File: src/rtl/ep0in_pkg.sv
package ep0in_pkg;
  typedef enum logic [1:0] {
    ST_IDLE = 2'd0,
    ST_SEND = 2'd1,
    ST_WAIT = 2'd2
  } ep0in_st_e;
endpackage

File: src/rtl/ep0in_store.sv
module ep0in_store #(
  parameter int DEPTH = 64,
  parameter int DW    = 8,
  localparam int AW = $clog2(DEPTH),
  localparam int CW = $clog2(DEPTH + 1)
) (
  input  logic          clk_i,
  input  logic          rst_ni,
  input  logic          wr_en_i,
  input  logic [DW-1:0] wr_data_i,
  input  logic          clr_i,
  input  logic          rd_rewind_i,
  input  logic          rd_adv_i,
  output logic [DW-1:0] rd_data_o,
  output logic          rd_last_o,
  output logic          empty_o,
  output logic          full_o
);
  logic [DW-1:0] mem_q [DEPTH];
  logic [CW-1:0] cnt_q;
  logic [CW-1:0] rd_q;

  assign full_o  = (cnt_q == CW'(DEPTH));
  assign empty_o = (cnt_q == '0);

  for (genvar g = 0; g < DEPTH; g++) begin : g_cell
    always_ff @(posedge clk_i) begin
      if (wr_en_i && !full_o && (cnt_q == CW'(g))) mem_q[g] <= wr_data_i;
    end
  end

  always_ff @(posedge clk_i or negedge rst_ni) begin
    if (!rst_ni)                 cnt_q <= '0;
    else if (clr_i)              cnt_q <= '0;
    else if (wr_en_i && !full_o) cnt_q <= cnt_q + CW'(1);
  end

  // replay pointer: rewound at each packet start, write count untouched
  always_ff @(posedge clk_i or negedge rst_ni) begin
    if (!rst_ni)                     rd_q <= '0;
    else if (clr_i || rd_rewind_i)   rd_q <= '0;
    else if (rd_adv_i && !rd_last_o) rd_q <= rd_q + CW'(1);
  end

  assign rd_data_o = mem_q[rd_q[AW-1:0]];
  assign rd_last_o = ((rd_q + CW'(1)) == cnt_q);
endmodule

File: src/rtl/ep0in_seq.sv
module ep0in_seq
  import ep0in_pkg::*;
(
  input  logic      clk_i,
  input  logic      rst_ni,
  input  logic      cpu_wr_i,
  input  logic      nak_rel_set_i,
  input  logic      eod_set_i,
  input  logic      tok_in_i,
  input  logic      tok_setup_i,
  input  logic      status_stage_i,
  input  logic      ack_i,
  input  logic      hs_timeout_i,
  input  logic      tx_ready_i,
  input  logic      empty_i,
  input  logic      full_i,
  input  logic      rd_last_i,
  output ep0in_st_e st_o,
  output logic      wr_en_o,
  output logic      clr_o,
  output logic      rd_rewind_o,
  output logic      rd_adv_o,
  output logic      nak_rel_o,
  output logic      data_avail_o,
  output logic      ovf_o,
  output logic      nak_o,
  output logic      tx_valid_o,
  output logic      tx_last_o,
  output logic      tx_zlp_o
);
  ep0in_st_e st_q, st_d;
  logic eod_q, nak_rel_q, ovf_q, nak_q;
  logic flush, start, fire, acked, wr_ok;

  assign flush        = tok_setup_i | status_stage_i;
  assign data_avail_o = eod_q | full_i;
  assign start        = (st_q == ST_IDLE) && tok_in_i && nak_rel_q && data_avail_o && !flush;
  assign tx_valid_o   = (st_q == ST_SEND);
  assign tx_zlp_o     = tx_valid_o && empty_i;
  assign tx_last_o    = tx_valid_o && (empty_i || rd_last_i);
  assign fire         = tx_valid_o && tx_ready_i;
  assign acked        = (st_q == ST_WAIT) && ack_i && !flush;
  assign wr_ok        = cpu_wr_i && (st_q == ST_IDLE) && !flush;

  assign wr_en_o     = wr_ok;
  assign clr_o       = flush | acked;
  assign rd_rewind_o = start;
  assign rd_adv_o    = fire;

  always_comb begin
    st_d = st_q;
    if (flush) st_d = ST_IDLE;
    else begin
      unique case (st_q)
        ST_IDLE: if (start) st_d = ST_SEND;
        ST_SEND: if (fire && tx_last_o) st_d = ST_WAIT;
        ST_WAIT: if (ack_i || hs_timeout_i) st_d = ST_IDLE;
        default: st_d = ST_IDLE;
      endcase
    end
  end

  always_ff @(posedge clk_i or negedge rst_ni) begin
    if (!rst_ni) begin
      st_q      <= ST_IDLE;
      eod_q     <= 1'b0;
      nak_rel_q <= 1'b0;
      ovf_q     <= 1'b0;
      nak_q     <= 1'b0;
    end else begin
      st_q  <= st_d;
      nak_q <= tok_in_i && (st_q == ST_IDLE) && !start && !flush;
      if (clr_o)                               eod_q <= 1'b0;
      else if (eod_set_i && st_q == ST_IDLE)   eod_q <= 1'b1;
      if (acked)                               nak_rel_q <= 1'b0;
      else if (nak_rel_set_i)                  nak_rel_q <= 1'b1;
      if (tok_setup_i)                         ovf_q <= 1'b0;
      else if (wr_ok && full_i)                ovf_q <= 1'b1;
    end
  end

  assign st_o      = st_q;
  assign nak_rel_o = nak_rel_q;
  assign ovf_o     = ovf_q;
  assign nak_o     = nak_q;
endmodule

File: src/rtl/ep0in_buf.sv
module ep0in_buf #(
  parameter int DEPTH = 64,
  parameter int DW    = 8
) (
  input  logic          clk_i,
  input  logic          rst_ni,
  input  logic          cpu_wr_i,
  input  logic [DW-1:0] cpu_wdata_i,
  input  logic          cpu_rd_i,
  output logic [DW-1:0] cpu_rdata_o,
  input  logic          nak_rel_set_i,
  input  logic          eod_set_i,
  output logic          nak_rel_o,
  output logic          data_avail_o,
  output logic          ovf_o,
  input  logic          tok_in_i,
  input  logic          tok_setup_i,
  input  logic          status_stage_i,
  input  logic          ack_i,
  input  logic          hs_timeout_i,
  output logic          nak_o,
  output logic          tx_valid_o,
  input  logic          tx_ready_i,
  output logic [DW-1:0] tx_data_o,
  output logic          tx_last_o,
  output logic          tx_zlp_o
);
  import ep0in_pkg::*;

  ep0in_st_e     st_w;
  logic          wr_en, clr, rd_rewind, rd_adv, rd_last, empty, full;
  logic [DW-1:0] rd_data;
  logic [DW-1:0] rdata_q;

  ep0in_store #(.DEPTH(DEPTH), .DW(DW)) i_store (
    .clk_i, .rst_ni,
    .wr_en_i(wr_en), .wr_data_i(cpu_wdata_i), .clr_i(clr),
    .rd_rewind_i(rd_rewind), .rd_adv_i(rd_adv),
    .rd_data_o(rd_data), .rd_last_o(rd_last),
    .empty_o(empty), .full_o(full)
  );

  ep0in_seq i_seq (
    .clk_i, .rst_ni,
    .cpu_wr_i, .nak_rel_set_i, .eod_set_i,
    .tok_in_i, .tok_setup_i, .status_stage_i, .ack_i, .hs_timeout_i, .tx_ready_i,
    .empty_i(empty), .full_i(full), .rd_last_i(rd_last),
    .st_o(st_w), .wr_en_o(wr_en), .clr_o(clr),
    .rd_rewind_o(rd_rewind), .rd_adv_o(rd_adv),
    .nak_rel_o, .data_avail_o, .ovf_o, .nak_o,
    .tx_valid_o, .tx_last_o, .tx_zlp_o
  );

  // data port is write-only
  always_ff @(posedge clk_i or negedge rst_ni) begin
    if (!rst_ni)       rdata_q <= '0;
    else if (cpu_rd_i) rdata_q <= '0;
  end
  assign cpu_rdata_o = rdata_q;

  assign tx_data_o = tx_zlp_o ? '0 : rd_data;
endmodule

File: config.mk
export PLATFORM = sky130hd
export DESIGN_NAME = ep0in_buf
export DESIGN_NICKNAME = d
export VERILOG_FILES = /design/src/rtl/ep0in_pkg.sv /design/src/rtl/ep0in_store.sv /design/src/rtl/ep0in_seq.sv /design/src/rtl/ep0in_buf.sv
export SDC_FILE = /design/constraint.sdc
export NUM_CORES = 1
export LEC_CHECK = 0
export ABC_AREA = 1
export CORE_MARGIN = 1.5
export CORE_UTILIZATION = 52
export DETAILED_ROUTE_END_ITERATION = 10
export GPL_ROUTABILITY_DRIVEN = 0
export PLACE_DENSITY_LB_ADDON = 0.25
export RECOVER_POWER = 50
export SLEW_MARGIN = 5
export SYNTH_ARGS = -nofsm -noshare
export SYNTH_HDL_FRONTEND = slang
export SYNTH_HIERARCHICAL = 1
export SYNTH_SLANG_ARGS = --single-unit
File: constraint.sdc
create_clock -name clk_i -period 3.1 [get_ports clk_i]
set_clock_uncertainty 0.15 [all_clocks]
set_input_delay 0.465 -clock clk_i [delete_from_list [all_inputs] [get_ports clk_i]]
set_output_delay 0.465 -clock clk_i [all_outputs]
set_load 0.02 [all_outputs]
==> flow_summary.yaml, run 1 <==
status:
  outcome: "finished with violations"
  violations: "max-capacitance violations, max-slew violations, negative setup slack"
logic_synthesis:
  ys_types: 31
  synthCells: 1910
  syn_area_um2: 22100
  ys_seq_elements: 532
  ys_seq_area_share_pct: 71.9
  synth_warnings: 6
  avgSynthCellArea_um2: 11.6
worst_hold_path:
  hold_path_class: "in2reg"
clocking:
  htreeDepth: 2
  clkSinkCount: 532
  holdBufCountCts: 0
  cts_tree: "built"
  clk_pin_slew_ns: 0.06
  cts_buffers: 53
  worst_skew_pair.late_latency_ns: 0.60
  clock_path_buffers: 3
  cts_root_buf: "clkbuf_16"
global_routing:
  grt_pass1_vias: 15334
  gr-total-overflow: 0
  grt_max_degree: 51
  grt_pass1_wl_um: 90400
  antenna_found_initial: 0
  track_usage_pct: 27.5
floorplan:
  rows: 75
  initial_core_util_pct: 52.6
  core-area_um2: 41900
  dieArea_um2: 43700
  fp.dieW_um: 209
  die_h_um: 209
  io_pins: 43
finish:
  final_cell_mix: "edfxtp_1 (512), nand2_1 (339), nor2_1 (276)"
  post-route-util_pct: 64.4
  final_nets: 2133
  fillerInstances: 3072
  final_common_cell: "edfxtp_1"
  n_antenna_cell: 0
  fin_cells: 2689
  syn2layout_area_growth_pct: 22.5
  drive_above_1_share_pct: 18.9
timing:
  period_share_pct: 110
  slew_violations: 233
  worst_pin_slew_ns: 2.60
  period_minus_slack_ns: 3.40
  relSlewSlack_pct: -73.1
  rsz0062_at_grt: "true"
  setup-violations-final: 9
  final_hold_viol_count: 0
  hold-worst-slack_ns: 0.202
  tns_ns: -2.06
  setup_slack_ns: -0.300
  fmax_ghz: 0.294
critical_path:
  criticalPathCategory: "reg2out"
  endpoint_kind: "output pin"
  crit_path_start_kind: "flop"
  cp_max_fo: 36
  crit_arrival_ns: 2.78
  crit_required_ns: 2.48
placed_design:
  portBuffers: 33
  place_inst: 2555
  dp_hpwl_um: 34900
route:
  first_pass_iters: 6
  wl_per_cell_um: 22.0
  via_count: 15657
  drt_iter0_markers: 1656
  viasPerCell: 5.82
  drc: 0
  ant_nets: 0
  wl_um: 59200
power:
  power.density_nw_per_um2: 531
  power.share.clock_pct: 43.2
  seqPwrFrac_pct: 55.0
  p_leak_uw: 0.0101
  p_int_uw: 11500
  swShare_pct: 19.9
  combinationalPowerShare_pct: 1.9
  switching_power_uw: 2850
  vdd_drop_max_v: 0.000427
run:
  drv_cap: 8
worst max-delay path, cell delays in order, from the launching register on:
cell and delay, ns:
dfrtp_4 0.51, buf_12 0.17, inv_8 0.14, buf_16 0.20, o21ai_0 0.12, o22ai_2 0.19, nand2_1 0.10, nand2_1 0.12
nand2_1 0.08, nand3_2 0.12, nand2_1 0.07, nand2_1 0.06, inv_1 0.04, nor2_1 0.08, buf_4 0.15
routing by layer:
metal	track usage, %	wire, µm	vias up	share of wire (%)
li1	-	-	7172	-
met1	37.0	23800	7623	40
met2	44.4	28300	717	48
met3	3.95	4440	145	7.5
met4	13.8	2710	0	4.6
met5	0	0	-	0
power groups by stage:
| stage | clock, µW | combinational (µW) | sequential (µW) |
|---|---|---|---|
| finish | 6190 | 271 | 7890 |
| global route | 6530 | 290 | 7890 |
| CTS | 6280 | 279 | 7880 |
| detailed placement | 0 | 267 | 8030 |
| global placement | 0 | 259 | 8030 |
| floorplan | 0 | 74.8 | 8040 |
final timing paths:
check | startpoint | endpoint | slack (ns) | cells after the start
max | i_store/rd_q[0] | tx_data_o[1] | -0.30 | 14
min | cpu_wdata_i[1] | i_store/mem_q[31][1] | 0.20 | 1
max reg2reg | i_store/cnt_q[0] | i_store/mem_q[49][5] | 0.36 | 10
min reg2reg | i_seq/eod_q | i_seq/eod_q | 0.36 | 2
max in group asynchronous | rst_ni | i_seq/eod_q | 1.83 | 2
min in group asynchronous | rst_ni | i_store/rd_q[4] | 0.24 | 1
cell families after synthesis:
group	after synthesis	share of synthesized area, %
DFF	532	71.9
other	1	0.0170
buffers and inverters	199	3.87
xor gates and xnor gates	2	0.0794
adders and majority gates	5	0.284
AOI/OAI and AO/OA	376	9.24
and+or+nand+nor	795	14.6
state kept, by name (all words and copies together), names as in the netlist:
register	flops
i_seq/nak_rel_o	1
i_seq/nak_o	1
i_seq/eod_q	1
i_seq/ovf_o	1
i_seq/st_o	2
i_store/mem_q	512
i_store/cnt_q	7
i_store/rd_q	7
through the flow:
step	power, µW	setup WS, ns	instance area [µm²]
finish	14400	-0.300	27000
global route	14700	-0.374	27000
CTS	14400	-0.233	27000
detailed placement	8300	-0.202	24200
global placement	8290	-0.149	24200
floorplan	8110	0.627	22100
final cells by class:
type	count	area, µm²	share of cell area (%)
clock buffer	64	1410	5.22
tap	539	674	2.49
timing repair buffer	259	2700	9.99
timing repair inverter	1	11.3	0.0417
inverter	75	303	1.12
clock inverter	33	264	0.977
multi-input combinational	1186	5790	21.4
sequential	532	15900	58.8
timing repair:
item / 4_1_cts / 5_1_grt
setup endpoints to repair: 11 / 11
buffers inserted: 15 / 4
gates cloned: 16 / 2
pin swaps: 46 / 14
gates resized for setup: 198 / 26
synthesized netlist by cell type:
| cell | instances | area [µm²] |
|---|---|---|
| inv_1 | 67 | 251 |
| xnor2_1 | 1 | 8.76 |
| a21oi_2 | 1 | 8.76 |
| o21ai_0 | 200 | 1000 |
| nand2_4 | 2 | 22.5 |
| buf_1 | 13 | 48.8 |
| inv_2 | 4 | 15.0 |
| edfxtp_1 | 512 | 15400 |
| o22ai_1 | 88 | 551 |
| nor2_1 | 301 | 1130 |
| nand3_1 | 109 | 546 |
| xor2_1 | 1 | 8.76 |
| clkbuf_1 | 59 | 221 |
| nor4_1 | 1 | 6.26 |
| a31oi_1 | 1 | 6.26 |
| nor2_4 | 1 | 11.3 |
| buf_4 | 9 | 67.6 |
| buf_6 | 3 | 33.8 |
| nand2_2 | 5 | 31.3 |
| nand4_1 | 17 | 106 |
| nand2_1 | 352 | 1320 |
| a21oi_1 | 62 | 310 |
| nor2_2 | 4 | 25.0 |
| conb_1 | 1 | 3.75 |
| o21ai_1 | 7 | 35.0 |
| ha_1 | 5 | 62.6 |
| buf_2 | 40 | 200 |
| nor3_1 | 3 | 15.0 |
| clkinv_1 | 4 | 15.0 |
| dfrtp_1 | 20 | 500 |
| a211oi_1 | 17 | 128 |
(Power assumes the default switching activity.)
==> run 2: changes to the inputs <==
--- a/config.mk
+++ b/config.mk
@@ -10,6 +10,7 @@
 export CORE_UTILIZATION = 52
 export DETAILED_ROUTE_END_ITERATION = 10
 export GPL_ROUTABILITY_DRIVEN = 0
+export GPL_TIMING_DRIVEN = 0
 export PLACE_DENSITY_LB_ADDON = 0.25
 export RECOVER_POWER = 50
 export SLEW_MARGIN = 5
==> run 2 against run 1 <==
Sequential cell count did not move; the run still ends with max-capacitance violations, max-slew violations, negative setup slack left; final area rose by 0.34%; first-iteration DRC count rose by 29%; final cell count fell by 2.1%; hold slack improved by 0.078 ns; clock power fell by 0.8%.
==> flow_summary.yaml, run 2 (synthesis results as in run 1) <==
status:
  outcome: "finished with violations"
  violations: "max-capacitance violations, max-slew violations, negative setup slack"
clocking:
  htreeDepth: 2
  clock_path_buffers: 3
  cts_root_buf: "clkbuf_16"
  worst_skew_pair.late_latency_ns: 0.61
  cts_tree: "built"
  cts_buffers: 52
  clk_pin_slew_ns: 0.06
  clkSinkCount: 532
power:
  p_int_uw: 11400
  swShare_pct: 20.0
  switching_power_uw: 2860
  vdd_drop_max_v: 0.000459
  combinationalPowerShare_pct: 2.0
  p_leak_uw: 0.00978
  power.density_nw_per_um2: 528
  power.share.clock_pct: 42.9
  seqPwrFrac_pct: 55.1
critical_path:
  endpoint_kind: "output pin"
  slowest_delay_ns: 0.51
  crit_required_ns: 2.48
  worst_path_max_delay_cell: "dfrtp_2"
  crit_path_start_kind: "flop"
  cp_max_fo: 10
  cp_num_buf_inv: 5
  worstPathCellList: "buf_12 > clkbuf_16 > buf_8 > a21oi_1 > a211oi_2 > nor2_1 > nor2_1 > nand2_1 > nand2_2 > inv_1 > nor2_1 > buf_4"
  criticalPathCategory: "reg2out"
  crit_path_frequent_cell: "nor2_1"
  r2r_setup_slack_ns: 0.02
  crit_arrival_ns: 2.82
  path_delay_family: "buffers and inverters"
run:
  drv_cap: 7
timing:
  tns_ns: -2.63
  rsz0062_at_grt: "true"
  slew_violations: 301
  worst_pin_slew_ns: 2.02
  setup_slack_ns: -0.335
  period_minus_slack_ns: 3.44
  relSlewSlack_pct: -34.5
  final_hold_viol_count: 0
  fmax_ghz: 0.291
  period_share_pct: 111
  setup-violations-final: 9
finish:
  final_common_cell: "edfxtp_1"
  largest_reg_flops: 512
  drive_above_1_share_pct: 21.7
  final_cell_mix: "edfxtp_1 (512), nand2_1 (327), nor2_1 (235)"
  fin_cells: 2633
  final_nets: 2077
  n_antenna_cell: 0
  top_register: "i_store/mem_q"
  syn2layout_area_growth_pct: 22.9
  reg_top3: "i_store/mem_q (512), i_store/cnt_q (7), i_store/rd_q (7)"
route:
  drc: 0
  first_pass_iters: 6
  via_count: 16254
  drt_iter0_markers: 2143
  wl_um: 67100
  wl_per_cell_um: 25.5
  viasPerCell: 6.17
  ant_nets: 0
floorplan:
  die_h_um: 209
  rows: 75
  fp.dieW_um: 209
  io_pins: 43
  dieArea_um2: 43700
  initial_core_util_pct: 52.6
  core-area_um2: 41900
global_routing:
  gr-total-overflow: 0
  antenna_found_initial: 0
  grt_pass1_wl_um: 95600
  grt_pass1_vias: 15034
  track_usage_pct: 29.9
  grt_max_degree: 65
placed_design:
  dp_hpwl_um: 42900
  dp_slack_ns: -0.823
  place_inst: 2496
  portBuffers: 33
worst_hold_path:
  hold_path_class: "in2reg"
run 2: final cells by class:
class / count / area, µm²
Tap cell: 539 / 674
Timing Repair Buffer: 81 / 905
Fill cell: 2932 / 14800
Buffer: 123 / 1330
Inverter: 75 / 292
Clock inverter: 33 / 254
Timing Repair inverter: 1 / 16.3
Clock buffer: 63 / 1390
Sequential cell: 532 / 15900
Multi-Input combinational cell: 1186 / 6390
run 2: layer usage:
metal  wire length, µm  share of wire [%]  track usage, %  up-vias
li1                  -                  -               -     7043
met1             25100                 37            41.9     7876
met2             30400                 45            46.0     1118
met3              8030                 12            5.44      217
met4              3620                5.4            13.6        0
met5                 0                  0               0        -
run 2: worst reg2reg max path, delay by kind of cell, from the launching register on:
kind,cells,cell delay [ns]
AND/OR/NAND/NOR,5,1.40
buffers and inverters,4,0.52
flip-flops,1,0.41
adder cells (fa/ha/maj),1,0.23
run 2: power groups by stage:
stage          Clock [µW]  Sequential (µW)  Combinational [µW]
2_1_floorplan           0             8040                74.8
3_3_place_gp            0             8060                 256
3_5_place_dp            0             8040                 279
4_1_cts              6170             7880                 289
5_1_grt              6430             7890                 299
6_report             6140             7890                 283
run 2: metrics by stage:
| stage | hold slack, ns | util (%) | area (µm²) | power [µW] |
|---|---|---|---|---|
| 2_1_floorplan | 0.0194 | - | 22100 | 8110 |
| 5_1_grt | 0.295 | 64.7 | 27100 | 14600 |
| 4_1_cts | 0.193 | 62.6 | 26300 | 14300 |
| 3_3_place_gp | 0.336 | 55.1 | 23100 | 8310 |
| 6_report | 0.280 | 64.7 | 27100 | 14300 |
| 3_5_place_dp | 0.345 | 55.3 | 23200 | 8310 |
run 2: path summary, 6_finish.rpt:
| kind | end | start | cells past startpoint |
|---|---|---|---|
| min in group asynchronous | i_store/rd_q[5] | rst_ni | 1 |
| worst min register to register | i_seq/eod_q | i_seq/eod_q | 2 |
| worst max register to register | i_store/mem_q[12][3] | i_store/cnt_q[0] | 10 |
| max in group asynchronous | i_store/cnt_q[1] | rst_ni | 1 |
| worst max-delay path | tx_data_o[2] | i_store/rd_q[0] | 12 |
| worst min-delay path | i_seq/nak_o | tok_in_i | 3 |
run 2: what timing repair did:
action | CTS | global route
setup buffers | 9 | 20
pin swaps | 27 | 65
cloned | 4 | 10
hold endpoints to repair | 0 | 0
gates resized for setup | 417 | 229
endpoints found under the setup margin | 307 | 358
hold buffers | 0 | 0
